===== src/rtl/tdpwm_pkg.sv =====
package tdpwm_pkg;
  typedef enum logic [1:0] {
    SH_NONE = 2'd0,
    SH_UP   = 2'd1,
    SH_DOWN = 2'd2
  } shift_op_e;
endpackage


===== src/rtl/tdpwm_therm_reg.sv =====
module tdpwm_therm_reg
  import tdpwm_pkg::*;
#(
  parameter int unsigned STAGES = 32
) (
  input  logic              clk,
  input  logic              rst_n,
  input  shift_op_e         op,
  output logic [STAGES-1:0] code
);
  localparam logic [STAGES-1:0] ONE = {{(STAGES-1){1'b0}}, 1'b1};

  logic [STAGES-1:0] code_q, code_d;
  logic              code_en;

  assign code_en = (op != SH_NONE);

  always_comb begin
    unique case (op)
      SH_UP:   code_d = {code_q[STAGES-2:0], 1'b1};
      SH_DOWN: code_d = {1'b0, code_q[STAGES-1:1]} | ONE;
      default: code_d = code_q;
    endcase
  end

  always_ff @(posedge clk or negedge rst_n) begin
    if (!rst_n)       code_q <= ONE;
    else if (code_en) code_q <= code_d;
  end

  assign code = code_q;

  AST_THERM_SHAPE: assert property (@(posedge clk) disable iff (!rst_n)
    code_q[0] && ((code_q & (code_q + ONE)) == '0)) else $error("therm shape");
  AST_STEP_UP: assert property (@(posedge clk) disable iff (!rst_n)
    (op == SH_UP && !code_q[STAGES-1]) |=> $countones(code_q) == $countones($past(code_q)) + 1)
    else $error("step up");
  AST_STEP_DOWN: assert property (@(posedge clk) disable iff (!rst_n)
    (op == SH_DOWN && code_q[1]) |=> $countones(code_q) + 1 == $countones($past(code_q)))
    else $error("step down");
  AST_TOP_SAT: assert property (@(posedge clk) disable iff (!rst_n)
    (op == SH_UP && (&code_q)) |=> (&code_q)) else $error("top sat");
  AST_BOT_SAT: assert property (@(posedge clk) disable iff (!rst_n)
    (op == SH_DOWN && code_q == ONE) |=> code_q == ONE) else $error("bottom sat");
endmodule


===== src/rtl/tdpwm_tap_enc.sv =====
module tdpwm_tap_enc #(
  parameter int unsigned STAGES = 32,
  localparam int unsigned IW = (STAGES > 1) ? $clog2(STAGES) : 1
) (
  input  logic [STAGES-1:0] code,
  output logic [IW-1:0]     idx
);
  always_comb begin
    idx = '0;
    for (int i = 0; i < int'(STAGES); i++) begin
      if (code[i]) idx = IW'(i);
    end
  end
endmodule


===== src/rtl/tdpwm_delay_line.sv =====
module tdpwm_delay_line #(
  parameter int unsigned STAGES    = 32,
  parameter int unsigned STAGE_CYC = 2,
  localparam int unsigned IW    = (STAGES > 1) ? $clog2(STAGES) : 1,
  localparam int unsigned DEPTH = STAGES * STAGE_CYC
) (
  input  logic          clk,
  input  logic          rst_n,
  input  logic          launch,
  input  logic [IW-1:0] sel,
  output logic          hit
);
  logic [DEPTH-1:0]  chain_q, chain_d;
  logic [STAGES-1:0] tap;

  always_comb begin
    chain_d    = launch ? '0 : (chain_q << 1);
    chain_d[0] = launch;
  end

  always_ff @(posedge clk or negedge rst_n) begin
    if (!rst_n) chain_q <= '0;
    else        chain_q <= chain_d;
  end

  for (genvar t = 0; t < STAGES; t++) begin : g_tap
    assign tap[t] = chain_q[(t+1)*STAGE_CYC-1];
  end

  assign hit = tap[sel];
endmodule


===== src/rtl/tdpwm_ctrl.sv =====
module tdpwm_ctrl
  import tdpwm_pkg::*;
#(
  parameter int unsigned STAGES    = 32,
  parameter int unsigned STAGE_CYC = 2
) (
  input  logic clk,
  input  logic rst_n,
  input  logic sw_tick,
  input  logic sh_tick,
  input  logic cmp_low,
  output logic pwm_out
);
  localparam int unsigned IW = (STAGES > 1) ? $clog2(STAGES) : 1;

  logic [1:0]        rsync_q;
  logic              rst_core_n;
  logic [STAGES-1:0] code;
  logic [IW-1:0]     idx, sel_q;
  logic              pwm_q, pwm_d, hit, busy, launch;
  logic              pend_q, pend_d, pend_dir_q, pend_dir_d;
  shift_op_e         op;

  always_ff @(posedge clk or negedge rst_n) begin
    if (!rst_n) rsync_q <= 2'b00;
    else        rsync_q <= {rsync_q[0], 1'b1};
  end
  assign rst_core_n = rsync_q[1];

  assign busy   = pwm_q | sw_tick;
  assign launch = sw_tick & ~pwm_q;

  always_comb begin
    op         = SH_NONE;
    pend_d     = pend_q;
    pend_dir_d = pend_dir_q;
    if (sh_tick) begin
      if (busy) begin
        pend_d     = 1'b1;
        pend_dir_d = cmp_low;
      end else begin
        op     = cmp_low ? SH_UP : SH_DOWN;
        pend_d = 1'b0;
      end
    end else if (pend_q && !busy) begin
      op     = pend_dir_q ? SH_UP : SH_DOWN;
      pend_d = 1'b0;
    end
  end

  always_comb begin
    pwm_d = pwm_q;
    if (launch)           pwm_d = 1'b1;
    else if (pwm_q & hit) pwm_d = 1'b0;
  end

  always_ff @(posedge clk or negedge rst_core_n) begin
    if (!rst_core_n) begin
      pwm_q      <= 1'b0;
      pend_q     <= 1'b0;
      pend_dir_q <= 1'b0;
    end else begin
      pwm_q      <= pwm_d;
      pend_q     <= pend_d;
      pend_dir_q <= pend_dir_d;
    end
  end

  always_ff @(posedge clk or negedge rst_core_n) begin
    if (!rst_core_n)  sel_q <= '0;
    else if (launch)  sel_q <= idx;
  end

  tdpwm_therm_reg #(.STAGES(STAGES)) u_code (
    .clk(clk), .rst_n(rst_core_n), .op(op), .code(code));

  tdpwm_tap_enc #(.STAGES(STAGES)) u_enc (
    .code(code), .idx(idx));

  tdpwm_delay_line #(.STAGES(STAGES), .STAGE_CYC(STAGE_CYC)) u_line (
    .clk(clk), .rst_n(rst_core_n), .launch(launch), .sel(sel_q), .hit(hit));

  assign pwm_out = pwm_q;

  logic [31:0] wcnt_q;
  always_ff @(posedge clk or negedge rst_core_n) begin
    if (!rst_core_n)        wcnt_q <= '0;
    else if (launch)        wcnt_q <= 32'd1;
    else if (pwm_q && pwm_d) wcnt_q <= wcnt_q + 32'd1;
  end

  AST_PULSE_START: assert property (@(posedge clk) disable iff (!rst_core_n)
    launch |=> pwm_q) else $error("pulse start");
  AST_PULSE_WIDTH: assert property (@(posedge clk) disable iff (!rst_core_n)
    $fell(pwm_q) |-> wcnt_q == (32'(sel_q) + 32'd1) * STAGE_CYC) else $error("pulse width");
  AST_CODE_FROZEN: assert property (@(posedge clk) disable iff (!rst_core_n)
    busy |=> $stable(code)) else $error("code moved in pulse");
  AST_NO_RETRIGGER: assert property (@(posedge clk) disable iff (!rst_core_n)
    pwm_q |=> $stable(sel_q)) else $error("retrigger");
endmodule


===== config.mk =====
export PLATFORM = sky130hd
export DESIGN_NAME = tdpwm_ctrl
export DESIGN_NICKNAME = d
export VERILOG_FILES = /design/src/rtl/tdpwm_pkg.sv /design/src/rtl/tdpwm_therm_reg.sv /design/src/rtl/tdpwm_tap_enc.sv /design/src/rtl/tdpwm_delay_line.sv /design/src/rtl/tdpwm_ctrl.sv
export SDC_FILE = /design/constraint.sdc
export NUM_CORES = 1
export LEC_CHECK = 0
export CAP_MARGIN = 40
export CORE_UTILIZATION = 50
export CTS_CLUSTER_DIAMETER = 50
export DETAILED_ROUTE_END_ITERATION = 8
export PLACE_DENSITY = 0.68
export SETUP_SLACK_MARGIN = 0.2
export SLEW_MARGIN = 20
export SYNTH_ARGS = -nofsm -noshare
export SYNTH_HDL_FRONTEND = slang
export SYNTH_SLANG_ARGS = --single-unit

===== constraint.sdc =====
create_clock -name clk -period 3.24 [get_ports clk]
set_input_delay 0.324 -clock clk [delete_from_list [all_inputs] [get_ports clk]]
set_output_delay 0.324 -clock clk [all_outputs]
set_load 0.05 [all_outputs]

==> Word-level counts from Yosys, hierarchy flattened <==
Cells that the tools add are included.
{ "totals": {"reg_bits": 106, "input_bits": 5, "out_inout_bits": 1, "elab_cells": 67} }
{ "classes": {"order_cmp": 1, "n_eq_ne": 2, "n_mux": 45, "n_bitwise": 4, "n_reduce_logical": 8} }
{ "op_table": {"columns": ["op", "count"], "rows": [
  ["5-bit two-way mux", 16],
  ["64-bit two-way mux", 1],
  ["32-bit one-hot mux with 2 select lines", 1],
  ["4-bit two-way mux", 8],
  ["2-bit two-way mux", 7],
  ["3-bit two-way mux", 4],
  ["2-bit nonzero test", 4],
  ["1-bit two-way mux", 7],
  ["5-bit by 6-bit less-than comparator with 1-bit output (second input constant)", 1],
  ["1-bit binary-select mux with 5-bit select", 1],
  ["2-bit AND reduction", 2],
  ["1-bit bitwise AND", 2],
  ["2-bit by 1-bit equality test with 1-bit output (second input constant)", 1],
  ["2-bit equality test (second input constant)", 1],
  ["1-bit logical AND", 1],
  ["1-bit zero test", 1],
  ["1-bit inverter", 1],
  ["1-bit OR", 1]
]} }

==> Longest topological paths before layout <==
Gate-level depths: netlist (run 1).
{ "depth": {"depth_word": 31, "depth_mapped": 9, "ltp_nobuf": 7} }

==> By module <==
From an unflattened synthesis (run 1), not the netlist that was laid out.
{ "unflattened": {"cells_unflattened": 403, "hier_area_um2": 4598.2} }
{ "modules_own_cells": {"columns": ["mod", "instances", "cells_per_inst", "area_per_inst_um2", "seq_area_each_um2"], "rows": [
  ["tdpwm_delay_line", 1, 174, 2343.5, 1601.5],
  ["tdpwm_therm_reg", 1, 139, 1480.2, 775.7],
  ["tdpwm_ctrl", 1, 30, 421.7, 250.2],
  ["tdpwm_tap_enc", 1, 60, 352.8, 0.0]
]} }

==> Least setup slack after synthesis (run 1) <==
No wires, ideal clock.
{ "synth_path": {"kind": "register to register", "startpoint": "reg pwm_q, in the netlist pwm_out", "endpoint": "reg u_code.code_q[1], in the netlist u_code.code[1]", "arrival_time_ps": 1868, "required_ps": 3107, "path_slack_ps": 1239, "path_stages_with_launch": 6, "n_path_buf": 2, "synth_period_minus_slack_ps": 2001, "cell_sequence": "dfrtp_1 or3_1 ha_1 clkbuf_1 clkbuf_1 a21oi_1"} }
{ "synth_via": {"elab_chain_cells": 8, "elab_cells_between_ends": 12, "cone_classes": "eq/ne: 2; mux: 4; bitwise: 1; reduce/logical: 5"} }
{ "synth_rtl": {"columns": ["element", "line", "rtl"], "rows": [
  ["from (decl)", "tdpwm_ctrl.sv:20", "logic pwm_q, pwm_d, hit, busy, launch;"],
  ["from (signal assigned)", "tdpwm_ctrl.sv:63", "pwm_q <= pwm_d;"],
  ["1-bit OR *", "tdpwm_ctrl.sv:30", "assign busy = pwm_q | sw_tick;"],
  ["1-bit zero test", "tdpwm_ctrl.sv:45", "end else if (pend_q && !busy) begin"],
  ["1-bit logical AND", "tdpwm_ctrl.sv:45", null],
  ["2-bit two-way mux", "tdpwm_ctrl.sv:45", null],
  ["2-bit two-way mux *", "tdpwm_ctrl.sv:37", "if (sh_tick) begin"],
  ["2-bit by 1-bit equality test with 1-bit output / 2-bit equality test (equally long branches)", "tdpwm_therm_reg.sv:19", "unique case (op)"],
  ["2-bit nonzero test (no line)", null, null],
  ["2-bit AND reduction (no line)", null, null],
  ["to (signal assigned)", "tdpwm_therm_reg.sv:28", "else if (code_en) code_q <= code_d;"],
  ["to (decl)", "tdpwm_therm_reg.sv:13", "logic [STAGES-1:0] code_q, code_d;"]
]} }
Mark *: on every way between the ends. The rest lies on a longest branch, timed or not. The select of a mux whose other input is x is not followed.
A chain may end at the register's enable or synchronous reset.

==> Final worst setup path (run 1) <==
{ "layout_path": {"startpoint": "in sh_tick", "endpoint": "reg u_code.code_q[10], in the netlist u_code.code[10]"} }
{ "layout_via": {"elab_chain_cells": 4, "elab_cells_between_ends": 7, "cone_classes": "eq/ne: 2; mux: 2; reduce/logical: 3"} }
{ "layout_rtl": {"columns": ["element", "line", "rtl"], "rows": [
  ["from (decl)", "tdpwm_ctrl.sv:10", "input logic sh_tick,"],
  ["2-bit two-way mux *", "tdpwm_ctrl.sv:37", null],
  ["2-bit by 1-bit equality test with 1-bit output / 2-bit equality test (equally long branches)", "tdpwm_therm_reg.sv:19", null],
  ["2-bit nonzero test (no line)", null, null],
  ["2-bit AND reduction (no line)", null, null]
]} }
Marks and branches as above.

==> results.json, run 1 <==
{
  "grt_pass1_vias": 2602,
  "initial_core_util": 0.514,
  "clock_power_share": 0.390,
  "layout_min_cycle_time_ns": 1.99,
  "reg2reg_depth": 5,
  "switching_share": 0.207,
  "slew_violations": 0,
  "crit_chain": "clkdlybuf4s50_1 -> nor3b_1 -> a21oi_1 -> nor3_1 -> ha_2 -> buf_4 -> mux2i_1 -> o21ai_0",
  "crit_cells": 8,
  "timing.setup.tns_ns": 0,
  "finalHoldViolations": 0,
  "leakage_uw": 0.00220,
  "nNetsFinal": 391,
  "drc": 0,
  "cp_data_required_time_ns": 3.47,
  "routed_wl_um": 7230,
  "top_layer_used": "met4",
  "endpoint_kind": "register",
  "setup_violations": 0,
  "diodes": 0,
  "status": "finished, final reports clean",
  "wl_met1_um": 3820,
  "fin_skew_ns": 0.00601,
  "syn_nets": 392,
  "htree_levels": 3,
  "numCtsBuffers": 9,
  "postRouteAntennaNets": 0,
  "seq_power_share": 0.599,
  "clk_latency_ns": 0.35,
  "relSlewSlack": 0.554,
  "core-area_um2": 8680,
  "ctsHoldBuffers": 0,
  "ys_ff_latch": 105,
  "hold_class": "primary input to asynchronous set/reset pin",
  "switching_power_uw": 458,
  "cp_max_fo": 31,
  "fin_crit_sh": 0.614,
  "final_common_cell": "dfrtp_1",
  "totalPowerFinal_uw": 2210,
  "rows": 34,
  "path_buf_inv": 2,
  "vias": 2605,
  "ys_seq_area_frac": 0.589,
  "yosysWarnings": 0,
  "cp.arrival_ns": 2.22,
  "place_congestion": 0.835,
  "antenna_found_initial": 0,
  "wl_per_cell_um": 14.5,
  "cts_tree": "yes",
  "wl_met2_um": 3170,
  "cts.sinks": 105,
  "critical_path.top_delay_family": "buffers and inverters",
  "synthArstFlopShare": 1.00,
  "cts_buffer_depth": 2,
  "fillers": 738,
  "vias_per_cell": 5.23,
  "cts_setup_buffers": 0,
  "post_synth_num_cell_types": 41,
  "drive_gt1_frac": 0.0821,
  "grt_pass1_wl_um": 12400,
  "netlist_area_um2": 4460,
  "die_h_um": 96.4,
  "pwr-share-comb": 0.012,
  "ios": 6,
  "drtIter0Drc": 125,
  "ys.flop_type": "dfrtp_1",
  "maxCapViolCount": 0,
  "synthToLayoutAreaGrowth_pct": 7.80,
  "gr-usage-all-layers": 0.178,
  "power_density_nw_per_um2": 460,
  "p_int_uw": 1760,
  "critPathSlowestCell": "clkdlybuf4s50_1",
  "synthCells": 386,
  "start_kind": "primary input",
  "ctsRootBufferMaster": "clkbuf_8",
  "grt_max_degree": 71,
  "worstMarginPinSlew_ns": 0.669,
  "max_stage_delay_ns": 0.49,
  "hpwl_um": 4440,
  "dieArea_um2": 9300,
  "critical_path_class": "primary input to register",
  "clk_pin_slew_worst_paths_ns": 0.09,
  "r2r_slack_ns": 1.29,
  "avgSynthCellArea_um2": 11.6,
  "endpoint": "u_code.code[10]",
  "layout_common_cells": "dfrtp_1 (104), nor2b_1 (63), nand2_1 (40)",
  "rr_endpoint": "pwm_out",
  "grt_overflow_total": 0,
  "cts_resized": 0,
  "dr.pass1.iters": 4,
  "rsz0062_at_grt": "false",
  "r2r-start": "sel_q[1]",
  "fmax_mhz": 503,
  "io_buffers": 5,
  "synth_edf_count": 0,
  "route.met3.wl_um": 171,
  "die_x_um": 96.4,
  "crit_start": "sh_tick",
  "ir_drop_mv": 0.247
}
[per-layer routing]
layer / GRT usage / vias up
met5: 0 / -
met4: 0.0453 / 0
met3: 0.0563 / 5
met2: 0.284 / 12
met1: 0.237 / 1275
li1: - / 1313
[registers in the layout, indices dropped and copies added (netlist names)]
signal and flops:
sel_q 5, pend_q 1, pend_dir_q 1, rsync_q 2
pwm_out 1, u_line.chain_q 64, u_code.code 31
[cells in the mapped netlist (2+ instances only)]
| cell type | n | area share |
|---|---|---|
| o21ai_0 | 37 | 0.042 |
| nor2_1 | 16 | 0.013 |
| a21oi_1 | 11 | 0.012 |
| nor3_1 | 7 | 0.0079 |
| nand3b_1 | 2 | 0.0034 |
| mux2i_1 | 32 | 0.072 |
| nand2b_1 | 2 | 0.0028 |
| nor3b_1 | 2 | 0.0034 |
| buf_6 | 2 | 0.0051 |
| nor4_1 | 3 | 0.0042 |
| clkbuf_1 | 16 | 0.013 |
| o31ai_1 | 2 | 0.0034 |
| mux4_1 | 5 | 0.029 |
| nand2_1 | 40 | 0.034 |
| a211oi_1 | 3 | 0.0051 |
| or4_1 | 2 | 0.0034 |
| buf_2 | 3 | 0.0034 |
| inv_1 | 10 | 0.0084 |
| dfrtp_1 | 105 | 0.59 |
| nor2b_1 | 63 | 0.088 |
| mux4_2 | 3 | 0.015 |
[stage by stage]
step | setup slack (ns) | util | cell area, um2 | hold slack, ns | std cells
4_1_cts | 1.22 | 0.554 | 4810 | 0.108 | 498
6_report | 1.25 | 0.554 | 4810 | 0.125 | 498
3_5_place_dp | 0.859 | 0.529 | 4590 | 0.339 | 482
3_3_place_gp | 0.924 | 0.529 | 4590 | 0.336 | 482
2_1_floorplan | 1.24 | - | 4460 | 0.0284 | 386
5_1_grt | 1.05 | 0.554 | 4810 | 0.101 | 498
[area by class of cell]
cell class              instances  area, um2  area share
multi-input cells             249       1690       0.351
repair buffers                 10        100      0.0208
clock buffers                   9        124      0.0258
inverters                      10       37.5     0.00781
well taps                     108        135      0.0281
flip-flops and latches        105       2630       0.547
clock inverters                 7       93.8      0.0195
[how the worst min path moves through the flow]
| stage | startpoint | to | slack (ns) | cells after the start |
|---|---|---|---|---|
| 5_1_grt | rst_n | rsync_q[1] | 0.10 | 1 |
| 3_3_place_gp | rsync_q[0] | rsync_q[1] | 0.34 | 0 |
| 3_5_place_dp | rsync_q[0] | rsync_q[1] | 0.34 | 0 |
| 2_1_floorplan | rst_n | rsync_q[0] | 0.03 | 0 |
| 4_1_cts | rst_n | rsync_q[1] | 0.11 | 1 |
| 6_report | rst_n | rsync_q[1] | 0.12 | 1 |
[power groups by stage]
stage | registers, uW | clock network [uW] | logic (uW)
2_1_floorplan | 1360 | 0 | 4.68
3_3_place_gp | 1350 | 0 | 26.7
3_5_place_dp | 1350 | 0 | 27.4
4_1_cts | 1330 | 893 | 27.5
5_1_grt | 1330 | 942 | 31.9
6_report | 1320 | 862 | 26.1
[logic make-up (layout without fill, tap and decap cells)]
kind of cell | Yosys count | in the layout | synth area share
muxes | 41 | 41 | 0.119
other | 1 | 1 | 0.000841
AOI/OAI and AO/OA | 65 | 65 | 0.0873
and+or+nand+nor | 141 | 141 | 0.168
DFF | 105 | 105 | 0.589
adders and majority gates | 1 | 1 | 0.00281
buffers and inverters | 32 | 36 | 0.0334
Power figures use the tool's default switching activity.
==> inputs of run 2 (changes only) <==
clock period = 1.6 ns   (was 3.24 ns; I/O delays follow)
==> results.json, run 2 (synthesis results as in run 1) <==
{
  "maxCapViolCount": 0,
  "endpoint_kind": "register",
  "grt_max_degree": 35,
  "layout_common_cells": "dfrtp_1 (100), nor2b_1 (63), nand2_1 (39)",
  "grt_overflow_total": 0,
  "power_density_nw_per_um2": 777,
  "clk_latency_ns": 0.36,
  "vias": 2917,
  "ctsRootBufferMaster": "clkbuf_8",
  "timing.setup.tns_ns": -3.52,
  "wl_per_cell_um": 16.0,
  "status": "finished with violations",
  "path_buf_inv": 1,
  "htree_levels": 3,
  "grt_pass1_vias": 2811,
  "rows": 34,
  "routed_wl_um": 8660,
  "ir_drop_mv": 0.455,
  "violations": "setup timing",
  "synthToLayoutAreaGrowth_pct": 21.5,
  "die_x_um": 96.4,
  "numCtsBuffers": 9,
  "finalHoldViolations": 0,
  "r2r_slack_ns": -0.15,
  "grt_pass1_wl_um": 13900,
  "setup_violations": 33,
  "postRouteAntennaNets": 0,
  "max_stage_delay_ns": 0.42,
  "hold_class": "register to asynchronous set/reset pin",
  "drtIter0Drc": 106,
  "leakage_uw": 0.00247,
  "layout_min_cycle_time_ns": 1.75,
  "critical_path_class": "register to register",
  "gr-usage-all-layers": 0.200,
  "dr.pass1.iters": 4,
  "diodes": 0,
  "vias_per_cell": 5.38,
  "slew_violations": 0,
  "critical_path.top_delay_family": "simple AND/OR/NAND/NOR gates",
  "cp_max_fo": 14,
  "dieArea_um2": 9300,
  "final_common_cell": "dfrtp_1",
  "start_kind": "register",
  "cp_data_required_time_ns": 1.85,
  "core-area_um2": 8680,
  "cp.arrival_ns": 2.00,
  "io_buffers": 5,
  "fin_skew_ns": 0.0115,
  "antenna_found_initial": 0,
  "rr_endpoint": "u_code.code[12]",
  "crit_chain": "nor3b_2 -> a21oi_2 -> nor3_2 -> ha_4 -> buf_16 -> mux2i_1 -> o21ai_1",
  "r2r-start": "pend_dir_q",
  "drive_gt1_frac": 0.256,
  "rsz0062_at_grt": "true",
  "cts.sinks": 105,
  "nNetsFinal": 437,
  "hold_ws_ns": 0.267,
  "initial_core_util": 0.514,
  "fin_util": 0.625,
  "drc": 0,
  "largest_reg_flops": 64,
  "critPathSlowestCell": "dfrtp_1",
  "die_h_um": 96.4,
  "fmax_mhz": 572,
  "fin_crit_sh": 1.09,
  "setup_slack_ns": -0.150,
  "place_congestion": 0.779,
  "reg2reg_depth": 7,
  "cts_buffer_depth": 2,
  "clk_pin_slew_worst_paths_ns": 0.10,
  "cts_tree": "yes",
  "ios": 6,
  "hpwl_um": 5270,
  "largest-register": "u_line.chain_q"
}
-- run 2: final cells by class --
| type | instances | area, um2 |
|---|---|---|
| multi-input cells | 249 | 1850 |
| inverters | 10 | 37.5 |
| clock inverters | 4 | 30.0 |
| clock buffers | 10 | 138 |
| repair buffers | 56 | 598 |
| well taps | 108 | 135 |
| flip-flops and latches | 105 | 2640 |
| fillers | 694 | 3260 |
-- run 2: worst reg2reg max path: cells and delay by family (launching register included) --
family,cells,cell delay [ns]
AOI/OAI and AO/OA,2,0.14
adders and majority gates,1,0.26
buffers and inverters,1,0.18
DFF,1,0.42
muxes,1,0.21
and+or+nand+nor,2,0.42
-- run 2: through the flow --
stage	instance area, um2	setup WS, ns	power, uW	instances
final	5420	-0.150	4210	542
after detailed placement	4900	-0.383	2810	515
after global routing	5420	-0.268	4390	542
after global placement	4900	-0.348	2810	515
after floorplan	4500	-0.159	2760	386
after CTS	5280	-0.107	4260	538
-- run 2: how the worst max path moves through the flow --
stage | start | end | slack, ns | cells after the start
floorplan | pwm_out | u_code.code[10] | -0.16 | 5
global placement | sh_tick | u_code.code[10] | -0.35 | 8
detailed placement | sh_tick | u_code.code[17] | -0.38 | 8
CTS | u_code.code[8] | sel_q[2] | -0.11 | 5
global route | pend_dir_q | u_code.code[30] | -0.27 | 8
finish | pend_dir_q | u_code.code[12] | -0.15 | 7
-- run 2: repair_timing --
item                                   in CTS  in global routing
pin swaps                                   9                 10
gates resized for setup                    39                 33
setup endpoints to repair                  36                 37
gates cloned                                2                  2
buffers inserted                            6                  2
hold buffers                                1                  0
endpoints found under the hold margin       2                  0
-- run 2: routing by layer --
layer | routed length (um) | track usage
met1 | 4060 | 0.280
met2 | 4250 | 0.316
met3 | 233 | 0.0423
met4 | 112 | 0.0564
met5 | 0 | 0
-- run 2: power breakdown --
group          internal (uW)  total (uW)  switching (uW)
sequential              2660        2680            18.6
combinational           31.2        80.5            49.3
clock                    598        1450             856
